--- src/rtl/xfer_act_enable.sv ---
module xfer_act_enable #(
  parameter int NUM_REGS = 6,
  parameter int AW       = 3,
  parameter int CW       = 16
) (
  input  logic          clk,
  input  logic          rst_n,
  input  logic          standby,
  input  logic          en_wr,
  input  logic [AW-1:0] en_addr,
  input  logic [7:0]    en_wdata,
  output logic [7:0]    en_rdata,
  input  logic          cnt_wr,
  input  logic [CW-1:0] cnt_wdata,
  output logic [CW-1:0] cnt_rdata,
  input  logic          act_req,
  input  logic [$clog2(NUM_REGS*8)-1:0] act_src,
  output logic          act_grant,
  input  logic          xfer_done,
  input  logic [$clog2(NUM_REGS*8)-1:0] xfer_src,
  input  logic          xfer_disel
);
  localparam int NB    = NUM_REGS * 8;
  localparam int SW    = $clog2(NB);
  localparam int PADW  = 8 * (2 ** AW);
  localparam logic [SW:0] NB_V = NB[SW:0];

  logic [NB-1:0]   en_q;
  logic [NB-1:0]   en_wrv;
  logic [NB-1:0]   clr_mask;
  logic [CW-1:0]   cnt_q;
  logic [PADW-1:0] en_pad;

  wire [CW-1:0] cnt_dec  = cnt_q - 1'b1;
  wire          dec_now  = xfer_done && !cnt_wr;
  wire          xsrc_ok  = {1'b0, xfer_src} < NB_V;
  wire          asrc_ok  = {1'b0, act_src} < NB_V;
  wire          hw_clear = xfer_done && xsrc_ok && (xfer_disel || (dec_now && cnt_dec == '0));

  assign clr_mask = hw_clear ? ({{(NB-1){1'b0}}, 1'b1} << xfer_src) : '0;

  for (genvar k = 0; k < NUM_REGS; k++) begin : g_byte
    assign en_wrv[8*k +: 8] = (en_wr && en_addr == AW'(k)) ? en_wdata : en_q[8*k +: 8];
  end

  always_ff @(posedge clk or negedge rst_n)
    if (!rst_n)       en_q <= '0;
    else if (standby) en_q <= '0;
    else              en_q <= en_wrv & ~clr_mask;

  always_ff @(posedge clk)
    if (cnt_wr)         cnt_q <= cnt_wdata;
    else if (xfer_done) cnt_q <= cnt_dec;

  assign en_pad    = {{(PADW-NB){1'b0}}, en_q};
  assign en_rdata  = en_pad[{en_addr, 3'b000} +: 8];
  assign cnt_rdata = cnt_q;
  assign act_grant = act_req && asrc_ok && en_q[act_src];
endmodule

--- config.mk ---
export PLATFORM = sky130hd
export DESIGN_NAME = xfer_act_enable
export DESIGN_NICKNAME = d
export VERILOG_FILES = /design/src/rtl/xfer_act_enable.sv
export SDC_FILE = /design/constraint.sdc
export NUM_CORES = 1
export LEC_CHECK = 0
export BUFFER_PORTS_ARGS = -buffer_cell sky130_fd_sc_hd__buf_2
export CORE_MARGIN = 1.5
export CORE_UTILIZATION = 57
export CTS_CLUSTER_SIZE = 12
export DETAILED_ROUTE_END_ITERATION = 10
export PLACE_DENSITY_LB_ADDON = 0.25
export SKIP_LAST_GASP = 1
export SYNTH_ARGS = -nofsm -noshare
export SYNTH_HDL_FRONTEND = slang
export SYNTH_SLANG_ARGS = --single-unit
--- constraint.sdc ---
create_clock -name clk -period 3.3 [get_ports clk]
set_clock_uncertainty 0.1 [all_clocks]
set_input_delay 0.495 -clock clk [delete_from_list [all_inputs] [get_ports clk]]
set_output_delay 0.495 -clock clk [all_outputs]
set_load 0.1 [all_outputs]
* Word-level counts from Yosys, hierarchy flattened
Cells that the tools add are included.
Widths: inputs -> output; s select.
** Operators by class
- Reduce and logical (&&, ||, !) cells :: 17
- Shift operators :: 2
- Bitwise gates (word level) :: 2
- $lt $le $gt $ge :: 3
- Equality and inequality tests :: 5
- Add/sub/neg operators :: 1
- Mux-type cells :: 12
** Operator list (count)
- $mux 48 :: 2
- $shiftx 64x7->8 :: 1
- $and 48x48->48 :: 1
- $mux 8 :: 6
- $not 48->48 :: 1
- $shl 1x6->48 const A :: 1
- $mux 16 :: 2
- $logic_not 16->1 :: 1
- $sub 16x1->16 const B :: 1
- $logic_and 1x1->1 :: 12
- $lt 6x6->1 const B :: 2
- $lt 6x7->1 const B :: 1
- $bmux 1 s6 :: 1
- $eq 3x2->1 const B :: 2
- $eq 3x3->1 const B :: 2
- $eq 3x1->1 const B :: 1
- $logic_not 3->1 :: 1
- $reduce_bool 2->1 :: 1
- $logic_not 1->1 :: 1
- $logic_or 1x1->1 :: 1
- $mux 1 :: 1
** Storage, ports and cells
- Input bits :: 47
- Output and inout bits :: 25
- Register bits after elaboration :: 64
- Word-level logic and storage cells :: 44

* Depth between registers and ports, before layout
Gate-level depths: netlist of run 1.
- Word-level depth :: 9
- Gate-level depth with buffers :: 8
- Mapped depth without buffers :: 8

* Worst setup path before layout of run 1
Ideal clock, no wire load.
- Path type :: register to register
- From :: reg cnt_q[1], in the netlist cnt_rdata[1]
- To :: reg en_q[1]
- Arrival :: 2933 ps
- Cell stages (with the launch flop) :: 9
- Clock period less this slack :: 3192 ps
- Buffers on the path :: 0
- Path slack :: 108 ps
- Cell sequence :: edfxtp_1 inv_1 ha_1 or3b_4 o31a_1 nor4_4 nand3_4 o31ai_4 a221oi_1
** Between the ends
- Cells in the longest elaborated chain, start to end :: 9
** Ends and longest elaborated chain
- start, declared :: line 31 : logic [CW-1:0] cnt_q;
- start signal, assigned :: line 52 : if (cnt_wr) cnt_q <= cnt_wdata;
- start signal, assigned :: line 53 : else if (xfer_done) cnt_q <= cnt_dec;
- $sub 16x1->16 :: line 34 : wire [CW-1:0] cnt_dec = cnt_q - 1'b1;
- $logic_not 16->1 :: line 38 : wire hw_clear = xfer_done && xsrc_ok && (xfer_disel || (dec_now && cnt_dec == '0));
- $logic_and 1x1->1 :: line 38
- $logic_or 1x1->1 :: line 38
- $logic_and 1x1->1 :: line 38
- $mux 48 :: line 40 : assign clr_mask = hw_clear ? ({{(NB-1){1'b0}}, 1'b1} << xfer_src) : '0;
- $not 48->48 :: line 49 : else en_q <= en_wrv & ~clr_mask;
- $and 48x48->48 :: line 49
- $mux 48 :: line 48 : else if (standby) en_q <= '0;
- end signal, assigned :: line 49
- end, declared :: line 28 : logic [NB-1:0] en_q;
No other way between the ends.
A chain may end at the register's enable or synchronous reset.

* Final worst setup path of run 1
- From :: in act_src[1]
- To :: out act_grant
** Between the ends
- Cells in the longest elaborated chain, start to end :: 3
- Elaborated cells between the ends (all ways) :: 5
** Ends and longest elaborated chain
- start, declared :: line 17 : input logic [$clog2(NUM_REGS*8)-1:0] act_src,
- $bmux 1 s6 / $lt 6x6->1 (equally long branches) :: line 58, 37
- $mux 1 (not written as such) / $logic_and 1x1->1 (equally long branches) :: line 58 : assign act_grant = act_req && asrc_ok && en_q[act_src];
- $logic_and 1x1->1 * :: line 58
- end, declared :: line 18 : output logic act_grant,
Mark *: on every way between the ends. The rest lies on a longest branch, timed or not. The select of a mux whose other input is x is not followed.

==> reports/qor.csv, run 1 <==
stage,metric,value,unit
yosys,Post-Syn Area per Cell,10.9,µm²
hold_path,Worst Hold Class,in -> async,
drt,Routed Antenna Nets,0,
worst_setup_path,WP data required,2.70,ns
grt,vias in the first global route,3536,
grt,pin count of the biggest net entering global routing,49,
drt,DR top layer,met4,
pwr,Lkg Pwr,1.86,nW
pwr,Total Power,1.98,mW
clocking,Num CTS Buffers,9,
final_layout,area of the multi-input gates,0.00245,mm²
pwr,Max VDD drop,0.285,mV
sta,Worst Tran Pin Value,1.06,ns
yosys,post-synth top area share,28.1,%
yosys,Ys Warns,0,
worst_setup_path,CP top delay family,multiplexers,
placed_design,DP Worst Slack,0.236,ns
worst_setup_path,Startpoint Class,input pin,
yosys,dominant synthesized flop cell,dfrtp_1,
sta,Slew Limit Fails,0,
worst_setup_path,reg2reg end,en_q[36],
run_status,status,completed,
worst_setup_path,Crit path arrival time,2.47,ns
clocking,CTS tree,built,
final_layout,sequential cell area,0.00168,mm²
worst_setup_path,flop2flop setup slack,0.33,ns
floorplanning,Ports,72,
drt,final routed DRC violation total,0,
grt,grt total ovfl,0,
sta,Final Hold Viols,0,
floorplanning,Initial Utilization,59.0,%
sta,unrepaired setup endpoints after global routing,no,
drt,Vias,3690,
worst_setup_path,Crit Path Class,in -> out,
run,max cap viols,0,
placed_design,DP Wirelength,8.43,mm
worst_setup_path,worst-path fanout max,9,
pwr,pwr dens,404,mW/mm²
floorplanning,Die ar.,0.00803,mm²
sta,final worst slack,0.236,ns
placed_design,Final Wtd Congestion,0.933,
sta,setup_tns,0,ns
sta,Slew headroom,29.3,%
clocking,root buf cell,clkbuf_8,
floorplanning,Rows,31,
final_layout,Post-layout nets,511,
sta,number of setup violations in the final report,0,
drt,via-per-instance ratio,6.52,
yosys,"Seq/Total Area, Yosys",39.3,%
clocking,CTS-repair resized insts,0,
yosys,synthesized cell area,0.00428,mm²
worst_setup_path,R2R depth,8,
drt,drt total wl,11.5,mm
yosys,number of synthesized flops with an enable pin,16,
floorplanning,Die Span Y,89.6,µm
worst_setup_path,FF-to-FF Start,cnt_rdata[1],
worst_setup_path,max incr delay on CP,0.55,ns
clocking,H-tree levels,3,
clocking,clk sinks,64,
yosys,"top cells by area, synth","dfrtp_1 (28%), mux4_2 (12%), edfxtp_1 (11%), mux2i_1 (10%), a211oi_1 (6.0%)",
worst_setup_path,slowest CP cell,mux4_2,
final_layout,filler cell count in the final layout,600,
grt,total track usage,31.1,%
yosys,Synth async-reset ratio,75.0,%
final_layout,ANT cells,0,
clocking,clock buffer depth,2,
yosys,syn nets,442,
sta,minimum clock period,3.06,ns
yosys,Yosys top cell by area,dfrtp_1,
yosys,synthesized flop and latch total,64,
final_layout,Layout area overhead,14.5,%
sta,Tcrit/Tclk final,92.8,%
yosys,Gate Count Post-Synth,393,
final_layout,share of layout cells above drive strength 1,28.1,%
floorplanning,Die Wd,89.6,µm
yosys,Yosys cell types,49,
grt,first-pass GRT wire length,18.3,mm
worst_setup_path,Critical Path Sink Type,output port,
yosys,synth cell count leaders,"nand2_1 (58), dfrtp_1 (48), mux2i_1 (43)",
floorplanning,core area,0.00725,mm²
yosys,cell with the most instances after synthesis,nand2_1,
worst_setup_path,CP cell instances,"buf_2, mux4_2, mux4_2, mux2i_1, nor2_1, o21a_1, buf_2",
clocking,worst skew pair latency,0.34,ns
drt,met1 wire length,4.49,mm
sta,Fmax achieved,326,MHz
clocking,Post-CTS Setup Bufs,0,
worst_setup_path,WP buf/inv,2,
grt,initial antenna violation count,0,
drt,drt pass-1 iters,6,
clocking,Clock transition at path regs,0.07,ns
placed_design,I/O Buffers,71,
drt,DR WL/cell,20.4,µm
drt,Met3 Wirelength,850,µm
drt,Starting DRT DRC Count,388,
drt,WL met2,5.76,mm
clocking,Hold Buf Count CTS,0,
==> logic make-up after synthesis <==
group                      Yosys count  share of synthesized area [%]
buffers and inverters               36                           3.28
AOI/OAI and AO/OA                   87                           17.0
muxes                               67                           22.2
DFF                                 64                           39.3
xor gates and xnor gates            12                           2.46
adders and majority gates            2                          0.585
and+or+nand+nor                    125                           15.2
==> per-layer routing <==
layer / track usage [%] / vias up
met4: 17.5 / 0
met2: 51.0 / 196
li1: - / 1659
met3: 4.84 / 41
met1: 39.3 / 1794
met5: 0 / -
==> where the power goes <==
group / internal (mW) / switching [mW] / total [mW]
combinational: 0.135 / 0.365 / 0.501
sequential: 0.855 / 0.0514 / 0.907
clock: 0.270 / 0.301 / 0.570
total: 1.26 / 0.718 / 1.98
==> layout by cell type, fill, tap and decap left out, drive strengths merged, types with 9 or more instances in the layout <==
master,n
a221oi,16
mux2i,43
buf,81
edfxtp,16
inv,14
nand2,58
nor3,9
o21ai,12
mux4,22
nor2,13
o22ai,9
clkbuf,12
dfrtp,48
a211oi,34
==> through the flow <==
step | util (%) | hold WS, ns | instance area (µm²) | instances
6_report | 67.5 | 0.238 | 4900 | 566
3_5_place_dp | 65.3 | 0.461 | 4740 | 550
4_1_cts | 67.5 | 0.282 | 4900 | 566
2_1_floorplan | - | 0.0994 | 4280 | 393
5_1_grt | 67.5 | 0.330 | 4900 | 566
3_3_place_gp | 65.3 | 0.458 | 4740 | 550
==> flip-flops by register name (all words and copies together) (netlist names) <==
register / cells
en_q: 48
cnt_rdata: 16
==> how the worst max path moves through the flow <==
stage | from | end | slack [ns] | cells after the start
floorplan | cnt_rdata[1] | en_q[1] | 0.11 | 8
global placement | act_src[1] | act_grant | 0.29 | 7
detailed placement | act_src[1] | act_grant | 0.24 | 7
CTS | act_src[1] | act_grant | 0.23 | 7
global route | act_src[1] | act_grant | 0.14 | 7
finish | act_src[1] | act_grant | 0.24 | 7
==> layout make-up <==
cell class | instances | area share [%]
clock inverter | 4 | 0.434
clock buffer | 12 | 2.76
tap | 99 | 2.53
inverter | 13 | 0.997
timing repair buffer | 81 | 8.79
sequential | 64 | 34.3
multi-input combinational | 293 | 50.1
==> worst register-to-register path, delay by kind of cell (launching register included) <==
kind                     cells  cell delay (ns)
AND/OR/NAND/NOR              3             0.96
adder cells (fa/ha/maj)      1             0.24
AO/OA/AOI/OAI                3             1.01
flip-flops                   1             0.40
buffers and inverters        1             0.10
Power figures use the tool's default switching activity.
==> inputs of run 2 (changes only) <==
--- a/config.mk
+++ b/config.mk
@@ -7,7 +7,7 @@
 export LEC_CHECK = 0
 export BUFFER_PORTS_ARGS = -buffer_cell sky130_fd_sc_hd__buf_2
 export CORE_MARGIN = 1.5
-export CORE_UTILIZATION = 57
+export CORE_UTILIZATION = 52
 export CTS_CLUSTER_SIZE = 12
 export DETAILED_ROUTE_END_ITERATION = 10
 export PLACE_DENSITY_LB_ADDON = 0.25
==> constraint.sdc (replaced) <==
create_clock -name clk -period 2.8 [get_ports clk]
set_clock_uncertainty 0.1 [all_clocks]
set_input_delay 0.42 -clock clk [delete_from_list [all_inputs] [get_ports clk]]
set_output_delay 0.42 -clock clk [all_outputs]
set_load 0.1 [all_outputs]
==> run 2 against run 1 <==
Compared with the run above: the flow now finishes with violations (negative setup slack); worst hold slack better by 0.0051 ns; sequential share of layout area fell by 2.1 points; via count up 2.7%; utilization decreased by 1.1 points; power up 22%; final area grew 6.5%; global-route usage fell by 2.0 points; sequential cell count unchanged; non-clock buffer count rose by 22; routed wire length grew 2.6%; largest power group unchanged; highest routed layer unchanged.
==> reports/qor.csv, run 2 (synthesis gave the netlist of run 1 again) <==
stage,metric,value,unit,change
pwr,Lkg Pwr,2.01,nW,+7.9%
final_layout,max reg flops,48,,unchanged
placed_design,DP Wirelength,8.74,mm,+3.7%
grt,total track usage,29.0,%,-2.0 points
drt,Routed Antenna Nets,0,,unchanged
sta,unrepaired setup endpoints after global routing,yes,,
clocking,worst skew pair latency,0.35,ns,about the same
worst_setup_path,R2R depth,10,,+2
worst_setup_path,Crit path depth,6,,-1
hold_path,WHS Path Cells,3,,
sta,Slew Limit Fails,0,,unchanged
sta,minimum clock period,2.82,ns,
run_status,status,"complete, but fails checks",,
clocking,root buf cell,clkbuf_8,,
floorplanning,Initial Utilization,54.5,%,-4.5 points
worst_setup_path,CP top delay family,multiplexers,,
final_layout,ANT cells,0,,unchanged
pwr,Max VDD drop,0.341,mV,+20%
sta,setup_tns,-0.0197,ns,-0.0197 ns
clocking,Clock transition at path regs,0.08,ns,about the same
floorplanning,Rows,32,,+3.2%
worst_setup_path,max incr delay on CP,0.48,ns,-0.07 ns
worst_setup_path,WP buf/inv,1,,-1
pwr,pwr dens,462,mW/mm²,+14%
final_layout,share of layout cells above drive strength 1,34.4,%,+6.3 points
final_layout,largest reg by FF count,en_q,,
floorplanning,Ports,72,,unchanged
final_layout,Layout area overhead,21.9,%,
worst_setup_path,Crit path arrival time,2.30,ns,-0.17 ns
clocking,H-tree levels,3,,unchanged
sta,Slew headroom,39.4,%,+10 points
sta,final worst slack,-0.0197,ns,-0.256 ns
worst_setup_path,Startpoint Class,register,,
sta,Final Hold Viols,0,,unchanged
worst_setup_path,FF-to-FF Start,cnt_rdata[0],,
drt,Vias,3790,,+2.7%
final_layout,"commonest non-fill, non-tap cells in the layout","buf_2 (70), nand2_1 (58), dfrtp_1 (48)",,
clocking,clk sinks,64,,unchanged
placed_design,Final Wtd Congestion,0.901,,-3.4%
hold_path,min-delay src,cnt_wdata[8],,
drt,drt pass-1 iters,4,,-2
drt,Starting DRT DRC Count,333,,-14%
grt,grt total ovfl,0,,unchanged
floorplanning,Die ar.,0.00878,mm²,+9.3%
drt,final routed DRC violation total,0,,unchanged
worst_setup_path,worst-path fanout max,3,,-6
clocking,Num CTS Buffers,9,,unchanged
floorplanning,Die Wd,93.7,µm,+4.5%
clocking,CTS tree,built,,
worst_setup_path,WP data required,2.28,ns,-0.42 ns
sta,Fmax achieved,355,MHz,
worst_setup_path,Critical Path Sink Type,output port,,
worst_setup_path,CP startpoint,en_q[30],,
grt,vias in the first global route,3778,,+6.8%
final_layout,Post-layout nets,533,,+4.3%
worst_setup_path,Worst path most repeated cell,mux4_2,,
sta,Tcrit/Tclk final,101,%,
final_layout,final core occ,66.4,%,-1.1 points
sta,number of setup violations in the final report,1,,+1
clocking,clock buffer depth,2,,unchanged
run_status,failing checks,negative setup slack,,
grt,pin count of the biggest net entering global routing,49,,unchanged
hold_path,Worst Hold Class,in -> reg,,
sta,Worst Tran Pin Value,0.908,ns,-0.152 ns
final_layout,"most common cell after layout, fill and taps aside",buf_2,,
drt,via-per-instance ratio,6.41,,-1.6%
grt,initial antenna violation count,0,,unchanged
drt,DR WL/cell,20.0,µm,-1.7%
run,max cap viols,0,,unchanged
floorplanning,Die Span Y,93.7,µm,+4.5%
worst_setup_path,Crit Path Class,reg -> out,,
drt,drt total wl,11.8,mm,+2.6%
floorplanning,core area,0.00785,mm²,+8.2%
worst_setup_path,CP cell instances,"mux4_2, mux4_2, mux2i_1, nor2_1, o21a_2, buf_8",,
placed_design,I/O Buffers,71,,unchanged
grt,first-pass GRT wire length,19.4,mm,+6.1%
worst_setup_path,slowest CP cell,mux4_2,,
==> run 2: cell types whose count changed in the layout (fill, tap and decap cells not counted), moves of 2 or more <==
cell,previous run,this run
buf_12,0,4
clkbuf_1,3,0
o22ai_1,8,0
inv_2,0,2
inv_1,13,11
buf_4,10,27
o22ai_2,0,8
==> run 2: tightest hold or removal path: stages <==
cell,delay [ns]
buf_2,0.07
nand2_1,0.04
o21ai_0,0.05
==> run 2: path summary, 6_finish.rpt <==
check,slack [ns],end
hold / removal,0.24,cnt_rdata[8]
max in group asynchronous,1.36,en_q[29]
min in group asynchronous,0.48,en_q[42]
setup / recovery,-0.02,act_grant
hold reg to reg,0.48,en_q[31]
setup reg to reg,0.14,en_q[29]
==> run 2: repair_timing <==
item,in CTS,in global routing
hold buffers,1,0
resized for setup,3,1
endpoints found under the setup margin,1,45
setup buffers,0,7
pin swaps,0,5
endpoints found under the hold margin,22,0
==> run 2: power by group <==
part / switching, mW / leakage (nW) / internal [mW] / total [mW]
Clock: 0.366 / 0.0921 / 0.339 / 0.705
Sequential: 0.0599 / 0.831 / 1.01 / 1.07
Combinational: 0.446 / 1.09 / 0.188 / 0.634
==> run 2: layout make-up <==
cell class	instances	area [µm²]
clock buffers	10	138
clock inverters	6	33.8
fillers	660	2630
inverters	13	48.8
multi-input cells	293	2530
flip-flops and latches	64	1680
well taps	102	128
repair buffers	103	658
==> run 2: routing by layer <==
| layer | track usage, % | vias up | share of wire (%) |
|---|---|---|---|
| met5 | 0 | - | 0 |
| met4 | 12.1 | 0 | 3.5 |
| met3 | 6.72 | 37 | 7.1 |
| met2 | 50.8 | 200 | 52 |
| met1 | 34.2 | 1854 | 37 |
| li1 | - | 1699 | - |
==> run 2: stage by stage <==
| step | area (µm²) | worst slack (ns) | std cells | power, mW | hold WS [ns] |
|---|---|---|---|---|---|
| 2_1_floorplan | 4340 | -0.155 | 393 | 1.52 | 0.0244 |
| 3_3_place_gp | 4940 | -0.0404 | 567 | 1.69 | 0.319 |
| 3_5_place_dp | 4940 | -0.0551 | 567 | 1.70 | 0.324 |
| 4_1_cts | 5130 | -0.0238 | 584 | 2.41 | 0.235 |
| 5_1_grt | 5210 | -0.113 | 591 | 2.51 | 0.232 |
| 6_report | 5210 | -0.0197 | 591 | 2.41 | 0.243 |
